<file path="src/rtl/intc_fe_pkg.sv">
package intc_fe_pkg;
   typedef enum logic [2:0] {
      KIND_NONE,
      KIND_PRIO,
      KIND_PEND,
      KIND_ENA,
      KIND_THR,
      KIND_CLAIM
   } reg_kind_e;

   typedef enum logic {ST_IDLE, ST_RESP} fe_state_e;

   function automatic bit is_pow2(input longint v);
      return (v > 0) && ((v & (v - 1)) == 0);
   endfunction

   // 32-bit words needed to hold one bit for sources 0..nsrc
   function automatic int words_for(input int nsrc);
      return (nsrc + 32) / 32;
   endfunction
endpackage

</file>
<file path="src/rtl/intc_fe_decode.sv">
module intc_fe_decode import intc_fe_pkg::*; #(
   parameter int          NUM_SRC    = 40,
   parameter int          NUM_CTX    = 2,
   parameter logic [31:0] PRIO_BASE  = 32'h0000_0000,
   parameter logic [31:0] PEND_BASE  = 32'h0000_1000,
   parameter logic [31:0] ENA_BASE   = 32'h0000_2000,
   parameter logic [31:0] ENA_STRIDE = 32'h0000_0080,
   parameter logic [31:0] CTX_BASE   = 32'h0020_0000,
   parameter logic [31:0] CTX_STRIDE = 32'h0000_1000,
   localparam int NWORDS = words_for(NUM_SRC),
   localparam int SRC_W  = $clog2(NUM_SRC + 1),
   localparam int CTX_W  = (NUM_CTX > 1) ? $clog2(NUM_CTX) : 1,
   localparam int WRD_W  = (NWORDS > 1) ? $clog2(NWORDS) : 1
) (
   input  logic [31:0]      addr,
   output reg_kind_e        kind,
   output logic [SRC_W-1:0] src,
   output logic [CTX_W-1:0] ctx,
   output logic [WRD_W-1:0] word
);
   localparam logic [31:0] PRIO_SPAN = 32'(NUM_SRC * 4);
   localparam logic [31:0] PEND_SPAN = 32'(NWORDS * 4);
   localparam logic [31:0] ENA_SPAN  = 32'(NUM_CTX) * ENA_STRIDE;
   localparam logic [31:0] CTX_SPAN  = 32'(NUM_CTX) * CTX_STRIDE;
   localparam int          ENA_SH    = $clog2(ENA_STRIDE);
   localparam int          CTX_SH    = $clog2(CTX_STRIDE);

   logic [31:0] off_pr, off_pe, off_en, off_cx, in_en, in_cx;

   always_comb begin
      off_pr = addr - PRIO_BASE;
      off_pe = addr - PEND_BASE;
      off_en = addr - ENA_BASE;
      off_cx = addr - CTX_BASE;
      in_en  = off_en & (ENA_STRIDE - 32'd1);
      in_cx  = off_cx & (CTX_STRIDE - 32'd1);
      kind   = KIND_NONE;
      src    = '0;
      ctx    = '0;
      word   = '0;
      if (addr[1:0] != 2'b00) begin
         kind = KIND_NONE;
      end else if (addr >= PRIO_BASE && off_pr < PRIO_SPAN) begin
         kind = KIND_PRIO;
         src  = SRC_W'(off_pr[31:2] + 30'd1);
      end else if (addr >= PEND_BASE && off_pe < PEND_SPAN) begin
         kind = KIND_PEND;
         word = WRD_W'(off_pe[31:2]);
      end else if (addr >= ENA_BASE && off_en < ENA_SPAN) begin
         ctx = CTX_W'(off_en >> ENA_SH);
         if (in_en[31:2] < 30'(NWORDS)) begin
            kind = KIND_ENA;
            word = WRD_W'(in_en[31:2]);
         end
      end else if (addr >= CTX_BASE && off_cx < CTX_SPAN) begin
         ctx = CTX_W'(off_cx >> CTX_SH);
         if (in_cx == 32'd0)      kind = KIND_THR;
         else if (in_cx == 32'd4) kind = KIND_CLAIM;
      end
   end
endmodule

</file>
<file path="src/rtl/intc_fe_store.sv">
module intc_fe_store import intc_fe_pkg::*; #(
   parameter int NUM_SRC = 40,
   parameter int NUM_CTX = 2,
   parameter int PRIO_W  = 3,
   localparam int NWORDS = words_for(NUM_SRC),
   localparam int SRC_W  = $clog2(NUM_SRC + 1),
   localparam int CTX_W  = (NUM_CTX > 1) ? $clog2(NUM_CTX) : 1,
   localparam int WRD_W  = (NWORDS > 1) ? $clog2(NWORDS) : 1
) (
   input  logic                          clk,
   input  logic                          rst_n,
   input  logic                          wr_prio,
   input  logic                          wr_ena,
   input  logic                          wr_thr,
   input  logic [SRC_W-1:0]              src,
   input  logic [CTX_W-1:0]              ctx,
   input  logic [WRD_W-1:0]              word,
   input  logic [31:0]                   wdata,
   output logic [NUM_SRC*PRIO_W-1:0]     prio_flat,
   output logic [NUM_CTX*NWORDS*32-1:0]  ena_flat,
   output logic [NUM_CTX*PRIO_W-1:0]     thr_flat
);
   for (genvar s = 0; s < NUM_SRC; s++) begin : g_prio
      always_ff @(posedge clk or negedge rst_n) begin
         if (!rst_n)
            prio_flat[s*PRIO_W +: PRIO_W] <= '0;
         else if (wr_prio && src == SRC_W'(s + 1))
            prio_flat[s*PRIO_W +: PRIO_W] <= wdata[PRIO_W-1:0];
      end
   end

   for (genvar c = 0; c < NUM_CTX; c++) begin : g_ctx
      always_ff @(posedge clk or negedge rst_n) begin
         if (!rst_n)
            thr_flat[c*PRIO_W +: PRIO_W] <= '0;
         else if (wr_thr && ctx == CTX_W'(c))
            thr_flat[c*PRIO_W +: PRIO_W] <= wdata[PRIO_W-1:0];
      end
      for (genvar w = 0; w < NWORDS; w++) begin : g_word
         always_ff @(posedge clk or negedge rst_n) begin
            if (!rst_n)
               ena_flat[(c*NWORDS+w)*32 +: 32] <= '0;
            else if (wr_ena && ctx == CTX_W'(c) && word == WRD_W'(w))
               ena_flat[(c*NWORDS+w)*32 +: 32] <= wdata;
         end
      end
   end
endmodule

</file>
<file path="src/rtl/intc_reg_frontend.sv">
module intc_reg_frontend import intc_fe_pkg::*; #(
   parameter int          NUM_SRC    = 40,
   parameter int          NUM_CTX    = 2,
   parameter int          PRIO_W     = 3,
   parameter int          MAX_PRIO   = 7,
   parameter logic [31:0] PRIO_BASE  = 32'h0000_0000,
   parameter logic [31:0] PEND_BASE  = 32'h0000_1000,
   parameter logic [31:0] ENA_BASE   = 32'h0000_2000,
   parameter logic [31:0] ENA_STRIDE = 32'h0000_0080,
   parameter logic [31:0] CTX_BASE   = 32'h0020_0000,
   parameter logic [31:0] CTX_STRIDE = 32'h0000_1000,
   localparam int NWORDS = words_for(NUM_SRC),
   localparam int SRC_W  = $clog2(NUM_SRC + 1),
   localparam int CTX_W  = (NUM_CTX > 1) ? $clog2(NUM_CTX) : 1,
   localparam int WRD_W  = (NWORDS > 1) ? $clog2(NWORDS) : 1
) (
   input  logic                          clk,
   input  logic                          rst_n,
   input  logic                          bus_valid,
   input  logic                          bus_write,
   input  logic [31:0]                   bus_addr,
   input  logic [31:0]                   bus_wdata,
   input  logic                          bus_rready,
   output logic                          bus_rvalid,
   output logic [31:0]                   bus_rdata,
   output logic                          bus_err,
   input  logic [NUM_SRC-1:0]            pend_in,
   input  logic [NUM_CTX*SRC_W-1:0]      best_id_in,
   output logic [NUM_SRC*PRIO_W-1:0]     prio_out,
   output logic [NUM_CTX*NWORDS*32-1:0]  enable_out,
   output logic [NUM_CTX*PRIO_W-1:0]     thresh_out,
   output logic                          claim_valid,
   output logic [CTX_W-1:0]              claim_ctx,
   output logic [SRC_W-1:0]              claim_id,
   output logic                          complete_valid,
   output logic [CTX_W-1:0]              complete_ctx,
   output logic [SRC_W-1:0]              complete_id
);
   if (NUM_SRC < 1 || NUM_CTX < 1)
      $fatal(1, "intc_reg_frontend: need at least one source and one context");
   if (PRIO_W < 1 || PRIO_W > 32 || MAX_PRIO >= (1 << PRIO_W))
      $fatal(1, "intc_reg_frontend: MAX_PRIO does not fit PRIO_W");
   if (!is_pow2(ENA_STRIDE) || ENA_STRIDE < 32'(NWORDS * 4))
      $fatal(1, "intc_reg_frontend: enable stride must be a power of two holding all words");
   if (!is_pow2(CTX_STRIDE) || CTX_STRIDE < 32'd8)
      $fatal(1, "intc_reg_frontend: context stride must be a power of two of at least 8");

   reg_kind_e        kind;
   logic [SRC_W-1:0] src;
   logic [CTX_W-1:0] ctx;
   logic [WRD_W-1:0] word;

   intc_fe_decode #(
      .NUM_SRC(NUM_SRC), .NUM_CTX(NUM_CTX),
      .PRIO_BASE(PRIO_BASE), .PEND_BASE(PEND_BASE),
      .ENA_BASE(ENA_BASE), .ENA_STRIDE(ENA_STRIDE),
      .CTX_BASE(CTX_BASE), .CTX_STRIDE(CTX_STRIDE)
   ) i_decode (
      .addr(bus_addr), .kind(kind), .src(src), .ctx(ctx), .word(word)
   );

   fe_state_e state_q;
   logic      take;
   logic      acc_err;
   logic      thr_ok;
   logic      id_ok;
   logic [31:0] rd_val;
   logic [SRC_W-1:0] best_sel;
   logic [NWORDS*32-1:0] pend_pad;

   assign take   = (state_q == ST_IDLE) && bus_valid;
   assign thr_ok = bus_wdata <= 32'(MAX_PRIO);
   assign id_ok  = (bus_wdata != 32'd0) && (bus_wdata <= 32'(NUM_SRC));
   assign acc_err = (kind == KIND_NONE) || (bus_write && kind == KIND_PEND);

   intc_fe_store #(
      .NUM_SRC(NUM_SRC), .NUM_CTX(NUM_CTX), .PRIO_W(PRIO_W)
   ) i_store (
      .clk(clk), .rst_n(rst_n),
      .wr_prio(take && bus_write && kind == KIND_PRIO),
      .wr_ena (take && bus_write && kind == KIND_ENA),
      .wr_thr (take && bus_write && kind == KIND_THR && thr_ok),
      .src(src), .ctx(ctx), .word(word), .wdata(bus_wdata),
      .prio_flat(prio_out), .ena_flat(enable_out), .thr_flat(thresh_out)
   );

   always_comb begin
      pend_pad = '0;
      pend_pad[NUM_SRC:1] = pend_in;
   end

   assign best_sel = best_id_in[int'(ctx)*SRC_W +: SRC_W];

   always_comb begin
      rd_val = '0;
      unique case (kind)
         KIND_PRIO:  rd_val[PRIO_W-1:0] = prio_out[(int'(src) - 1)*PRIO_W +: PRIO_W];
         KIND_PEND:  rd_val = pend_pad[int'(word)*32 +: 32];
         KIND_ENA:   rd_val = enable_out[(int'(ctx)*NWORDS + int'(word))*32 +: 32];
         KIND_THR:   rd_val[PRIO_W-1:0] = thresh_out[int'(ctx)*PRIO_W +: PRIO_W];
         KIND_CLAIM: rd_val[SRC_W-1:0] = best_sel;
         default:    rd_val = '0;
      endcase
   end

   assign claim_valid    = take && !bus_write && kind == KIND_CLAIM && best_sel != '0;
   assign claim_ctx      = ctx;
   assign claim_id       = best_sel;
   assign complete_valid = take && bus_write && kind == KIND_CLAIM && id_ok;
   assign complete_ctx   = ctx;
   assign complete_id    = bus_wdata[SRC_W-1:0];

   always_ff @(posedge clk or negedge rst_n) begin
      if (!rst_n) begin
         state_q   <= ST_IDLE;
         bus_rdata <= '0;
         bus_err   <= 1'b0;
      end else if (take) begin
         state_q   <= ST_RESP;
         bus_rdata <= (bus_write || acc_err) ? 32'd0 : rd_val;
         bus_err   <= acc_err;
      end else if (state_q == ST_RESP && bus_rready) begin
         state_q   <= ST_IDLE;
      end
   end

   assign bus_rvalid = (state_q == ST_RESP);
endmodule

</file>
<file path="config.mk">
export PLATFORM = sky130hd
export DESIGN_NAME = intc_reg_frontend
export DESIGN_NICKNAME = d
export VERILOG_FILES = /design/src/rtl/intc_fe_pkg.sv /design/src/rtl/intc_fe_decode.sv /design/src/rtl/intc_fe_store.sv /design/src/rtl/intc_reg_frontend.sv
export SDC_FILE = /design/constraint.sdc
export NUM_CORES = 1
export LEC_CHECK = 0
export BUFFER_PORTS_ARGS = -buffer_cell sky130_fd_sc_hd__buf_2
export CORE_AREA = 2 2 171 240
export CTS_CLUSTER_DIAMETER = 30
export CTS_CLUSTER_SIZE = 25
export DETAILED_ROUTE_END_ITERATION = 10
export DIE_AREA = 0 0 173 242
export GPL_ROUTABILITY_DRIVEN = 0
export PLACE_DENSITY = 0.73
export SLEW_MARGIN = 20
export SYNTH_ARGS = -nofsm -noshare
export SYNTH_HDL_FRONTEND = slang
export SYNTH_SLANG_ARGS = --single-unit
</file>
<file path="constraint.sdc">
create_clock -name clk -period 5.11 [get_ports clk]
set_input_delay 0.7665 -clock clk [delete_from_list [all_inputs] [get_ports clk]]
set_output_delay 0.7665 -clock clk [all_outputs]
set_load 0.02 [all_outputs]
</file>
==> out/qor.txt, run 1 <==
Core Util, Final -> 0.6055
Clock Sinks -> 288
drt pass-1 iters -> 9
antenna violations before repair -> 1
final hold slack -> 0.2076 ns
#FFs+latches synth -> 288
drt drc -> 0
Hold/Removal Path Class -> in -> async
Async S/R FF share, synth -> 1.000
clk buf depth -> 3
crit path from -> bus_addr[14]
most used cell, CP -> buf_6
final setup margin -> 0.02599 ns
Peak VDD IR -> 0.0002523 V
share of layout cells above drive strength 1 -> 0.4320
Syn Area/Cell -> 10.43 um^2
top_reg_cell synth -> dfrtp_1
Worst Path Required -> 4.34 ns
crit-path cells -> buf_2, inv_1, ha_1, nor3b_4, buf_4, o2111ai_1, o21ai_1, o211ai_1, or4_4, o31ai_4, buf_6, mux2_4, or4_1, o311a_1, buf_6
Total Power Consumption -> 6.083 mW
Synth area leader -> dfrtp_1
level count of the clock H-tree -> 2
Yosys cell types -> 91
Wirelength per Cell -> 26.18 um
crit path launch type -> input port
GR Util All Layers -> 0.3512
core area -> 0.03984 mm^2
Post-Syn Nets -> 1913
Worst path slowest cell -> or4_4
max_cap viols -> 0
Via Count -> 18250
Die Height -> 242 um
pre-CTS setup slack -> -0.3090 ns
Power Density -> 252.2 mW/mm^2
worst reg2reg endpoint -> i_store.prio_flat[44]
crit share post-route -> 0.9949
Max FO, Critical Path -> 4
synthesized instance count -> 1770
post-synthesis cell area -> 0.01847 mm^2
path depth of the worst reg2reg path -> 8
critical path type -> in -> out
# setup viols final -> 0
GRT overflow -> 0
vias in the first global route -> 18420
max-slew violations -> 0
dpl hpwl -> 54500 um
die area -> 0.04187 mm^2
total CTS buffers -> 50
critical path capture point type -> output pin
Seq/Total Area, Yosys -> 0.3902
num rows -> 87
Worst-Skew Late Latency -> 0.58 ns
Post-synth EDFFs -> 0
Worst-path clk slew -> 0.06 ns
IO Pins -> 425
post-route ant nets -> 0
Yosys top cell area share -> 0.3902
fmax -> 196.7 MHz
leakage -> 12.84 nW
R2R setup slack -> 2.40 ns
status -> finished, final reports clean
leading cell type in the layout, fill and taps excluded -> buf_2
CP max stage delay -> 0.52 ns
Worst Max-Slew Pin Slew -> 1.075 ns
Final #Nets -> 2446
CTS tree -> yes
clock skew -> 0.03203 ns
Final Hold Fails -> 0
unrepaired setup endpoints after global routing -> true
global-route wire length before repair -> 113200 um
Avg Vias per Cell -> 6.336
clk root buf -> clkbuf_16
crit path DAT -> 4.32 ns
Slew Limit Headroom -> 0.2810
R2R Path Start -> bus_rvalid
top cells by area, synth -> dfrtp_1 39%, mux2_2 8.8%, mux2_4 4.9%
first-iteration detailed-routing DRC count -> 1642
minimum clock period -> 5.084 ns
initial core utilization -> 0.4636
drt total wl -> 75400 um
most frequent cells in the layout -> 421 x buf_2, 288 x dfrtp_1, 222 x nand2_1
largest net degree at the start of global routing -> 120
total of warnings raised by yosys -> 0
port buffer count -> 424
area grow syn2layout -> 30.61%
Die Wd -> 173 um
[synthesized netlist by cell type (all sizes together) (6+ instances only)]
master   number
xor2         14
nand3       111
mux4         35
nor3         28
o2111ai      11
clkbuf       72
or3          10
a22oi        29
a21oi        47
inv          25
o211ai       22
mux2i        83
o22ai         7
or4          11
a31o          7
mux2        267
ha           21
a2111oi       8
nor4         29
nand2       225
o31ai        10
o21ai        45
a221oi        8
buf          66
a311oi        6
xnor2        12
a22o          6
and2         16
nand4        25
nor2         71
and3         25
a31oi        23
nor2b         7
a211oi       14
dfrtp       288
[critical path: cells and delay by family]
kind            cells  cell delay [ns]
compound gates      5             1.10
mux                 1             0.30
simple gates        3             1.28
fa+ha+maj           1             0.18
buf+inv             5             0.68
[layout make-up]
class	count	area (um^2)
Antenna cell	1	2.502
Clock buffer	56	1314
Clock inverter	38	467.9
Fill cell	3284	15720
Inverter	25	93.84
Multi-Input combinational cell	1319	10670
Sequential cell	288	7207
Tap cell	534	668.1
Timing Repair Buffer	619	3699
[stage by stage]
| stage | instances | instance area [um^2] | TNS (ns) |
|---|---|---|---|
| 6_report | 2880 | 24120 | 0 |
| 5_1_grt | 2879 | 24120 | -0.04896 |
| 4_1_cts | 2877 | 24080 | 0 |
| 3_5_place_dp | 2771 | 22140 | -1.028 |
| 3_3_place_gp | 2771 | 22140 | -0.3588 |
| 2_1_floorplan | 1770 | 18640 | -0.04905 |
[metal layers]
metal,routed length [um],global-route usage,vias up
li1,-,-,7725
met1,25650,0.3873,8962
met2,37050,0.6073,1244
met3,7173,0.08459,314
met4,5509,0.2191,2
met5,9,0,-
[cells by family (layout without fill, tap and decap cells)]
| group | count (synthesis) | in the layout | share of synthesized area |
|---|---|---|---|
| buffers and inverters | 163 | 738 | 0.04194 |
| and+or+nand+nor | 586 | 586 | 0.1583 |
| xor gates and xnor gates | 26 | 26 | 0.01335 |
| other | 0 | 1 | 0 |
| DFF | 288 | 288 | 0.3902 |
| AOI/OAI and AO/OA | 300 | 300 | 0.1183 |
| muxes | 385 | 385 | 0.2627 |
| adders and majority gates | 22 | 22 | 0.01531 |
[how the worst max path moves through the flow]
stage	end	slack [ns]
floorplan	bus_rdata[0]	-0.04
global placement	claim_valid	-0.14
detailed placement	bus_rdata[0]	-0.31
CTS	claim_valid	0.01
global route	claim_valid	-0.05
finish	claim_valid	0.03
[report_power, final]
group / internal, mW / total, mW / switching, mW
logic: 0.102 / 0.318 / 0.216
clock network: 2.13 / 3.48 / 1.35
registers: 2.29 / 2.29 / 0.00238
total: 4.51 / 6.08 / 1.57
[sequential cells by signal (all words and copies together), names as in the netlist]
| name | cells |
|---|---|
| bus_rdata | 32 |
| i_store.thr_flat | 6 |
| i_store.prio_flat | 120 |
| i_store.ena_flat | 128 |
| bus_rvalid | 1 |
| bus_err | 1 |
[timing repair]
item | in CTS | in global routing
pin swaps | 11 | 4
setup buffers | 12 | 2
hold buffers | 0 | 0
gates resized for setup | 18 | 3
setup endpoints to repair | 1 | 3
Power figures use the tool's default switching activity.
==> run 2, diff against run 1 <==
PLACE_DENSITY = 0.7   (was 0.73)
SETUP_SLACK_MARGIN = 0.15   (was not set)
SKIP_CTS_REPAIR_TIMING = 1   (was not set)
clock period = 6.37 ns   (was 5.11 ns; I/O delays follow)
==> out/qor.txt, run 2 (synthesized netlist as in run 1, its figures left out) <==
status -> finished, final reports clean
Worst Path Required -> 5.41 ns
Wirelength per Cell -> 25.16 um
level count of the clock H-tree -> 2
minimum clock period -> 6.015 ns
global-route wire length before repair -> 106200 um
Die Height -> 242 um
fmax -> 166.2 MHz
core area -> 0.03984 mm^2
total CTS buffers -> 49
Biggest register -> i_store.ena_flat
crit path DAT -> 5.06 ns
Final #Nets -> 2302
unrepaired setup endpoints after global routing -> false
largest registers -> i_store.ena_flat (128), i_store.prio_flat (120), bus_rdata (32)
final non-filler cell total -> 2736
critical path capture point type -> output pin
critical path type -> in -> out
clock skew -> 0.02721 ns
num rows -> 87
die area -> 0.04187 mm^2
antenna violations before repair -> 2
clock power share -> 0.571
first-iteration detailed-routing DRC count -> 1767
max_cap viols -> 0
leading cell type in the layout, fill and taps excluded -> buf_2
clk root buf -> clkbuf_16
GRT overflow -> 0
GR Util All Layers -> 0.3235
Power Density -> 210.5 mW/mm^2
CP max stage delay -> 0.71 ns
Slew Limit Headroom -> 0.2784
leakage -> 12.08 nW
# setup viols final -> 0
filler instances -> 3500
Switch Pwr -> 1.179 mW
post-route ant nets -> 0
Worst path slowest cell -> or4_1
Top Layer Used -> met4
Sequential Power Share -> 0.382
drt drc -> 0
most frequent cells in the layout -> 423 x buf_2, 288 x dfrtp_1, 224 x nand2_1
Max FO, Critical Path -> 13
Setup TNS -> 0 ns
Worst-path clk slew -> 0.05 ns
initial core utilization -> 0.4636
Total Power Consumption -> 4.798 mW
dpl cells -> 2640
Worst-Skew Late Latency -> 0.58 ns
crit share post-route -> 0.9443
CTS tree -> yes
Comb pwr share -> 0.046
Worst Max-Slew Pin Slew -> 1.078 ns
dpl hpwl -> 49360 um
Largest register FFs -> 128
Register Area -> 0.007207 mm^2
crit path launch type -> input port
DRT met1 WL -> 24780 um
Via Count -> 17400
Avg Vias per Cell -> 6.358
port buffer count -> 424
largest net degree at the start of global routing -> 119
area of the multi-input gates -> 0.01054 mm^2
Core Util, Final -> 0.5722
Final Hold Fails -> 0
Placed Area -> 0.02104 mm^2
vias in the first global route -> 17500
drt total wl -> 68840 um
Die Wd -> 173 um
max-slew violations -> 0
drt pass-1 iters -> 6
Hold/Removal Path Class -> in -> async
sw frac -> 0.2458
met2 WL -> 33280 um
Clock Sinks -> 288
clk buf depth -> 3
Final Cell Area -> 0.02280 mm^2
Peak VDD IR -> 0.0002743 V
area grow syn2layout -> 23.43%
total length of routed met3 wires -> 6495 um
crit-path cells -> buf_2, inv_1, ha_1, nor2b_1, nand4_1, o21ai_2, nand2_1, or4_1, o31ai_4, buf_12, mux2i_2, inv_1, or4_1, o311a_1, buf_2
share of layout cells above drive strength 1 -> 0.3832
P_int -> 3.619 mW
IO Pins -> 425
## run 2: area by class of cell
type                            instances  area share
Timing Repair Buffer                  476      0.1123
Inverter                               25    0.004116
Multi-Input combinational cell       1319      0.4625
Clock buffer                           55     0.05609
Clock inverter                         37     0.01932
Sequential cell                       288      0.3161
Tap cell                              534     0.02931
Antenna cell                            2   0.0002195
## run 2: power by group through the flow
stage | registers [mW] | clock network [mW] | logic, mW
floorplan | 1.87 | 0 | 0.0817
global placement | 1.87 | 0 | 0.217
detailed placement | 1.87 | 0 | 0.222
CTS | 1.83 | 2.77 | 0.222
global route | 1.83 | 2.86 | 0.243
finish | 1.83 | 2.74 | 0.223
## run 2: worst paths after layout
path                              start                     end  slack [ns]  cells after the start
setup / recovery           bus_addr[21]             claim_valid        0.35                     15
hold / removal                    rst_n  i_store.prio_flat[108]        0.47                      1
setup reg to reg             bus_rvalid  i_store.prio_flat[117]        3.51                      9
hold reg to reg                 bus_err                 bus_err        0.48                      2
max in group asynchronous         rst_n           bus_rdata[22]        4.40                      2
min in group clk                bus_err                 bus_err        0.48                      2
## run 2: critical path, delay by kind of cell
family	cells	cell delay, ns
AND/OR/NAND/NOR	5	1.78
AO/OA/AOI/OAI	3	0.89
adder cells (fa/ha/maj)	1	0.33
multiplexers	1	0.32
buffers and inverters	5	0.77
## run 2: per-layer routing
metal | global-route usage | vias to the layer above
met3 | 0.07768 | 284
met2 | 0.5411 | 1108
met4 | 0.1780 | 0
met1 | 0.3825 | 8556
li1 | - | 7447
met5 | 0 | -
## run 2: stage by stage
step / hold WS (ns) / setup slack (ns)
final: 0.4666 / 0.3546
after global routing: 0.5040 / 0.1684
after CTS: 0.4846 / 0.1642
after detailed placement: 0.4735 / 0.1338
after global placement: 0.4680 / 0.2295
after floorplan: 0.5925 / 0.3227
